==> src/rtl/rdy_flag_pkg.sv <==
package rdy_flag_pkg;
    localparam int unsigned FIFO_DEPTH = 64;
    localparam int unsigned LVL_W      = $clog2(FIFO_DEPTH + 1);

    typedef enum logic [0:0] {
        LANE_RX = 1'b0,
        LANE_TX = 1'b1
    } lane_e;

    localparam int unsigned NUM_LANES = 2;

    typedef struct packed {
        logic rdy_n;
    } flag_state_t;
endpackage

==> src/rtl/rx_ready_cond.sv <==
module rx_ready_cond #(
    parameter int unsigned DEPTH = 64,
    localparam int unsigned LW   = $clog2(DEPTH + 1)
) (
    input  logic [LW-1:0] level_i,
    input  logic [LW-1:0] trig_i,
    input  logic          tmo_i,
    input  logic          fault_i,
    output logic          set_o,
    output logic          clr_o
);
    logic empty;
    logic reached;

    always_comb begin
        empty   = (level_i == '0);
        reached = (level_i >= trig_i);
        clr_o   = empty | fault_i;
        set_o   = reached | tmo_i;
    end
endmodule

==> src/rtl/tx_ready_cond.sv <==
module tx_ready_cond #(
    parameter int unsigned DEPTH = 64,
    localparam int unsigned LW   = $clog2(DEPTH + 1)
) (
    input  logic [LW-1:0] level_i,
    input  logic [LW-1:0] trig_i,
    output logic          set_o,
    output logic          clr_o
);
    localparam logic [LW-1:0] FULL_LVL = LW'(DEPTH);

    logic [LW-1:0] space;

    always_comb begin
        space = FULL_LVL - level_i;
        clr_o = (level_i == FULL_LVL);
        set_o = (space >= trig_i);
    end
endmodule

==> src/rtl/ready_latch.sv <==
module ready_latch
    import rdy_flag_pkg::*;
(
    input  logic clk,
    input  logic rst,
    input  logic set_i,
    input  logic clr_i,
    output logic rdy_n_o
);
    flag_state_t st_d, st_q;

    always_comb begin
        st_d = st_q;
        if (clr_i) begin
            st_d.rdy_n = 1'b1;
        end else if (set_i) begin
            st_d.rdy_n = 1'b0;
        end
    end

    always_ff @(posedge clk) begin
        if (rst) begin
            st_q <= '{rdy_n: 1'b1};
        end else begin
            st_q <= st_d;
        end
    end

    assign rdy_n_o = st_q.rdy_n;

    // clear has priority over set
    p_clear_wins_r8: assert property (@(posedge clk) disable iff (rst)
        (clr_i && set_i) |=> rdy_n_o);
    // no condition holds the flag
    p_idle_holds_r9: assert property (@(posedge clk) disable iff (rst)
        (!clr_i && !set_i) |=> $stable(rdy_n_o));
endmodule

==> src/rtl/fifo_ready_flags.sv <==
module fifo_ready_flags
    import rdy_flag_pkg::*;
#(
    parameter int unsigned DEPTH = FIFO_DEPTH,
    localparam int unsigned LW   = $clog2(DEPTH + 1)
) (
    input  logic          clk,
    input  logic          rst,
    input  logic [LW-1:0] rx_level,
    input  logic [LW-1:0] rx_trig,
    input  logic          rx_tmo,
    input  logic          rx_fault,
    input  logic [LW-1:0] tx_level,
    input  logic [LW-1:0] tx_trig,
    output logic          rx_rdy_n,
    output logic          tx_rdy_n
);
    logic [NUM_LANES-1:0] lane_set;
    logic [NUM_LANES-1:0] lane_clr;
    logic [NUM_LANES-1:0] lane_rdy_n;

    rx_ready_cond #(.DEPTH(DEPTH)) u_rx_cond (
        .level_i (rx_level),
        .trig_i  (rx_trig),
        .tmo_i   (rx_tmo),
        .fault_i (rx_fault),
        .set_o   (lane_set[LANE_RX]),
        .clr_o   (lane_clr[LANE_RX])
    );

    tx_ready_cond #(.DEPTH(DEPTH)) u_tx_cond (
        .level_i (tx_level),
        .trig_i  (tx_trig),
        .set_o   (lane_set[LANE_TX]),
        .clr_o   (lane_clr[LANE_TX])
    );

    for (genvar g = 0; g < NUM_LANES; g++) begin : g_lane
        ready_latch u_flag (
            .clk     (clk),
            .rst     (rst),
            .set_i   (lane_set[g]),
            .clr_i   (lane_clr[g]),
            .rdy_n_o (lane_rdy_n[g])
        );
    end

    assign rx_rdy_n = lane_rdy_n[LANE_RX];
    assign tx_rdy_n = lane_rdy_n[LANE_TX];

    p_reset_idle_r1: assert property (@(posedge clk)
        rst |=> (rx_rdy_n && tx_rdy_n));
    p_rx_reach_r2: assert property (@(posedge clk) disable iff (rst)
        (rx_level >= rx_trig && rx_level != '0 && !rx_fault) |=> !rx_rdy_n);
    p_rx_timeout_r3: assert property (@(posedge clk) disable iff (rst)
        (rx_tmo && rx_level != '0 && !rx_fault) |=> !rx_rdy_n);
    p_rx_empty_r4: assert property (@(posedge clk) disable iff (rst)
        (rx_level == '0) |=> rx_rdy_n);
    p_rx_fault_r5: assert property (@(posedge clk) disable iff (rst)
        rx_fault |=> rx_rdy_n);
    p_rx_hold_r6: assert property (@(posedge clk) disable iff (rst)
        (rx_level != '0 && !rx_fault && !rx_tmo && rx_level < rx_trig)
        |=> $stable(rx_rdy_n));
    p_tx_space_r7: assert property (@(posedge clk) disable iff (rst)
        (tx_level != LW'(DEPTH) && (LW'(DEPTH) - tx_level) >= tx_trig) |=> !tx_rdy_n);
    p_tx_full_r8: assert property (@(posedge clk) disable iff (rst)
        (tx_level == LW'(DEPTH)) |=> tx_rdy_n);
endmodule

==> config.mk <==
export PLATFORM = sky130hd
export DESIGN_NAME = fifo_ready_flags
export DESIGN_NICKNAME = d
export VERILOG_FILES = /design/src/rtl/rdy_flag_pkg.sv /design/src/rtl/rx_ready_cond.sv /design/src/rtl/tx_ready_cond.sv /design/src/rtl/ready_latch.sv /design/src/rtl/fifo_ready_flags.sv
export SDC_FILE = /design/constraint.sdc
export NUM_CORES = 1
export LEC_CHECK = 0
export BUFFER_PORTS_ARGS = -buffer_cell sky130_fd_sc_hd__buf_2
export CAP_MARGIN = 20
export CORE_MARGIN = 3
export CORE_UTILIZATION = 30
export DETAILED_ROUTE_END_ITERATION = 16
export PLACE_DENSITY = 0.74
export REMOVE_ABC_BUFFERS = 1
export SLEW_MARGIN = 20
export SYNTH_ARGS = -nofsm -noshare
export SYNTH_HDL_FRONTEND = slang
export SYNTH_SLANG_ARGS = --single-unit
==> constraint.sdc <==
create_clock -name clk -period 1.6 [get_ports clk]
set_input_delay 0.32 -clock clk [delete_from_list [all_inputs] [get_ports clk]]
set_output_delay 0.32 -clock clk [all_outputs]
set_load 0.01 [all_outputs]
* After elaboration in Yosys (flattened, before gate mapping) *
Cells that the tools add are included.

operators by class
  add/subtract/negate cells = 1
  order comparisons = 2
  equality and inequality tests = 1
  bitwise logic cells = 2
  reductions and logical operators = 3

operators by type and width
  operator                                     count
  >= comparator 7 bit                          2
  equality test 7 bit (second input constant)  1
  logical NOT 7 bit                            1
  subtractor 7 bit (first input constant)      1
  OR reduction 2 bit                           2
  OR 1 bit                                     2

word-level totals
  bits in registers = 2
  input bits = 32
  output and inout bits = 2
  logic and storage cells = 11

* Longest topological paths before layout *
  depth in word-level cells = 3
  gate-level depth with buffers = 9

* Hierarchy *
From an unflattened synthesis, not the netlist that was laid out.

second synthesis, totals
  cell total of the unflattened synthesis = 72
  area, all modules = 525.5 um^2

modules (own cells, without submodules)
  module         times used  cells an instance  area each (um^2)
  tx_ready_cond  1           39                 272.8
  rx_ready_cond  1           25                 187.7
  ready_latch    2           4                  32.5

* Worst setup path before layout *
OpenSTA, ideal clock, no wires.

  kind = input -> register
  start point = input tx_level[0]
  end point = register g_lane[1].u_flag.st_q
  setup time = 0.133 ns
  data arrival time = 1.441 ns
  setup slack = 0.026 ns
  stages on the path = 8
  path buffers = 0
  cells stage by stage = inv_1 -> ha_1 -> nand3b_1 -> xnor2_1 -> ha_1 -> nand4_1 -> a21oi_1 -> o221ai_1

between the ends
  cells in the longest elaborated chain, start to end = 2
  elaborated cells on any way between the ends = 4
  classes of those cells = 1 x add/sub; 1 x order compare; 1 x eq/ne; 1 x reduce/logical

ends and longest elaborated chain
  element                                                    RTL line                                  source
  start: declaration                                         fifo_ready_flags.sv:13                    input logic [LW-1:0] tx_level,
  subtractor 7 bit or equality test 7 bit (tied branches)    tx_ready_cond.sv:15, tx_ready_cond.sv:16
  >= comparator 7 bit or OR reduction 2 bit (tied branches)  --
  end signal: assignment                                     ready_latch.sv:23                         st_q <= '{rdy_n: 1'b1};
  end signal: assignment                                     ready_latch.sv:25                         st_q <= st_d;
  end: declaration                                           ready_latch.sv:10                         flag_state_t st_d, st_q;

Several ways; a longest one is shown, not always the timed one.
A chain may end at the register's enable or synchronous reset.

* Worst setup path after layout *
  start point = input tx_level[2]
  end point = register g_lane[1].u_flag.st_q

Same word-level chain as after synthesis.

==> run summary <==
The max-slew violation count came out at 0. The routed via count came out at 635. The power density over the cells is 414 nW/µm². The tool flagged a number of max-cap violations equal to 0. The first-pass iteration count of the detailed router is 1. Clock latency on the worst-skew pair, taken at its later pin, is 0.22 ns. The number of antenna violations at the first check in global routing came out at 0.

The relative area change from synthesis to final layout is 61.6%. In the global route stage, overall resource usage came out at 12.2%. The pin count of the biggest net entering global routing came out at 4. The largest buffer count on any clock path came out at 2. After synthesis, the mean cell area works out to 7.71 µm². The post-place setup slack is -0.317 ns. The placed wire-length estimate came out at approximately 1200 µm. Ranked by total cell area, the synthesized netlist is headed by ha_1, inv_1, dfxtp_1, xnor2_1, nor4_4. The clock tree from TritonCTS is yes. The global-route wire length before repair is 2100 µm. The most used flip-flop cell after synthesis is dfxtp_1.

The worst hold slack across all endpoints came out at between 0.3 and 0.4 ns. The maximum clock rate came out at roughly 0.65 GHz. Together, buffers and inverters on the worst path number 1.

Walking the worst path, the cells encountered are buf_8 -> nor3_4 -> nand3_1 -> xor2_1 -> ha_1 -> a21o_1 -> nand2_1 -> nand4b_1 -> o221ai_2. The sum of routed wire length over all layers is 1410 µm. The fraction of layout instances using a drive strength above 1 is approximately 46%. The number of core rows came out at 14. The tree is rooted in a clkbuf_4.

The final net count came out at 161. In the finished design, the share of the clock period the worst path needs comes to 96.8%. The data arrival time of the critical path came out at 1.69 ns.

The highest cell delay on the worst timing path is 0.32 ns. The share of synthesized area occupied by flip-flops and latches is 7.53%. The slowest stage of the critical path is the ha_1 cell. The worst clock skew is 0 ns.

The width of the die came out at 48.1 µm. The congestion estimate from routability-driven global placement came to 0.815. The worst ir drop on vdd is 0.152 mV. In this design, the largest share of critical-path delay is due to simple AND/OR/NAND/NOR gates.

The analysis attributes to cell leakage a power of 0.485 nW. The post-route antenna net violation count is 0. The worst setup path is of the input pin to flop kind. The final hold violation count is 0.

In this run the vertical extent of the chip is 48.1 µm. The boundary pin count came out at 34. In this run the number of H-tree levels came out at 1. In the final routed layout, each cell accounts on average for 10.4 µm. The required arrival time at the worst endpoint is 1.74 ns. The worst setup path is captured at a flop. The total DRC errors in the routed layout came out at 0. 0 antenna diodes ended up in the layout. For this block, the initial DRC count from the detailed router was 0. The flow ran to the end, and the final reports show no timing, DRC or antenna violations. The largest driver fanout on the critical path came out at 3. The area of the die came out at 2310 µm². Setup violations remaining at the end of the flow were counted as 0. Counting instances in the post-synthesis netlist gives the leading cell types as inv_1, ha_1, nor3_1. The filler cell count came out at about 160.

The utilization of the core after routing came out at between 50 and 60%. The most numerous cell in the Yosys netlist is inv_1. The number of synthesis warnings is 0. In this run, synthesis inferred 0 flip-flops with an integrated enable. The share of the synthesized area in the top cell type is 35.3%.

The number of vias per cell after detailed routing is 4.67. The setup total negative slack came out at 0 ns. In this run, synthesis produced a sequential element count of 2. The worst setup path is launched from an input pin. The total overflow left after global routing is 0. The number of flip-flops in the largest register came out at 2. TritonCTS created 3 clock buffers.

The power consumption is 0.355 mW. The actual transition at the worst max-transition pin came out at 0.392 ns. The path class of the tightest hold or removal check is input pin to flop. The initial core utilization is 33.4%. The via count of the first global-routing pass was 570. The number of buffers added to fix hold violations after cts came out at 0. The post-synthesis async set-or-reset flop share is 0%.

The placeable core region is between 1500 and 2000 µm². Setup slack closes at 0.0506 ns. The count of port buffers added during placement is 33. Setup repair after global routing could not meet its margin everywhere.

The worst max-slew margin expressed relative to the limit came out at between 70% and 80%. Counting every instance in the synthesized netlist gives 69. The largest total area in the synthesized netlist belongs to ha_1. The area of the mapped netlist is 532 µm².

The sink count of the clock tree is 2. Clock-pin slew was measured on the worst setup and hold paths at 0.03 ns. The number of distinct library cell variants in the gate-level netlist after synthesis came out at 20. After layout, the minimum clock period comes to between 1.5 and 2 ns.
-- area by class of cell --
class	count	area (µm²)	area share, %
multi-input combinational	49	465	54.1
clock buffer	3	22.5	2.62
sequential	2	40.0	4.66
timing repair buffer	40	234	27.2
inverter	18	67.6	7.86
tap	24	30.0	3.49
-- cell families after synthesis --
family / synth area share (%)
AOI/OAI and AO/OA: 10.6
xor gates and xnor gates: 8.24
adders and majority gates: 35.3
buffers and inverters: 12.7
DFF: 7.53
and+or+nand+nor: 25.6
-- final timing paths --
kind | cells after the start | slack (ns) | startpoint | end
setup / recovery | 9 | 0.05 | tx_level[2] | g_lane[1].u_flag.rdy_n_o
hold / removal | 3 | 0.33 | rst | g_lane[1].u_flag.rdy_n_o
setup reg to reg | 4 | 0.60 | g_lane[0].u_flag.rdy_n_o | g_lane[0].u_flag.rdy_n_o
hold reg to reg | 2 | 0.56 | g_lane[1].u_flag.rdy_n_o | g_lane[1].u_flag.rdy_n_o
-- worst reg2reg max path: stages (launching register included) --
cell	delay, ns
dfxtp_1	0.31
inv_1	0.05
a2111oi_0	0.36
nor4_1	0.08
a21oi_1	0.13
-- cell usage in the layout (no fill, tap or decap), types with 2 or more instances in the layout --
cell type	n
clkbuf_4	3
a21o_1	2
xor2_1	2
xnor2_1	2
inv_1	16
nand2b_1	2
nor3_1	3
inv_2	2
ha_1	14
buf_4	7
a21oi_1	2
a2111oi_0	2
nand2_1	2
nor2_1	2
buf_2	31
dfxtp_1	2
nor4_1	2
nand4_1	2
nand3_1	3
-- power breakdown --
part / switching (mW) / internal (mW)
Clock: 0.0264 / 0.0825
Sequential: 0.00229 / 0.0553
Combinational: 0.0890 / 0.100
-- what timing repair did --
action | CTS | global route
setup endpoints to repair | 1 | 1
cloned | 0 | 0
gates resized for setup | 2 | 12
setup buffers | 0 | 1
pin swaps | 0 | 2
-- layer usage --
layer	part of all wire [%]	vias to the layer above	track usage (%)
li1	-	330	-
met1	39	281	14.4
met2	55	22	23.2
met3	5.1	2	1.48
met4	0.99	0	2.15
met5	0	-	0
-- through the flow --
stage,area (µm²),std cells
2_1_floorplan,532,69
3_3_place_gp,772,132
3_5_place_dp,772,132
4_1_cts,806,135
5_1_grt,860,136
6_report,860,136
Note: power is estimated with default switching activity, not from simulation.
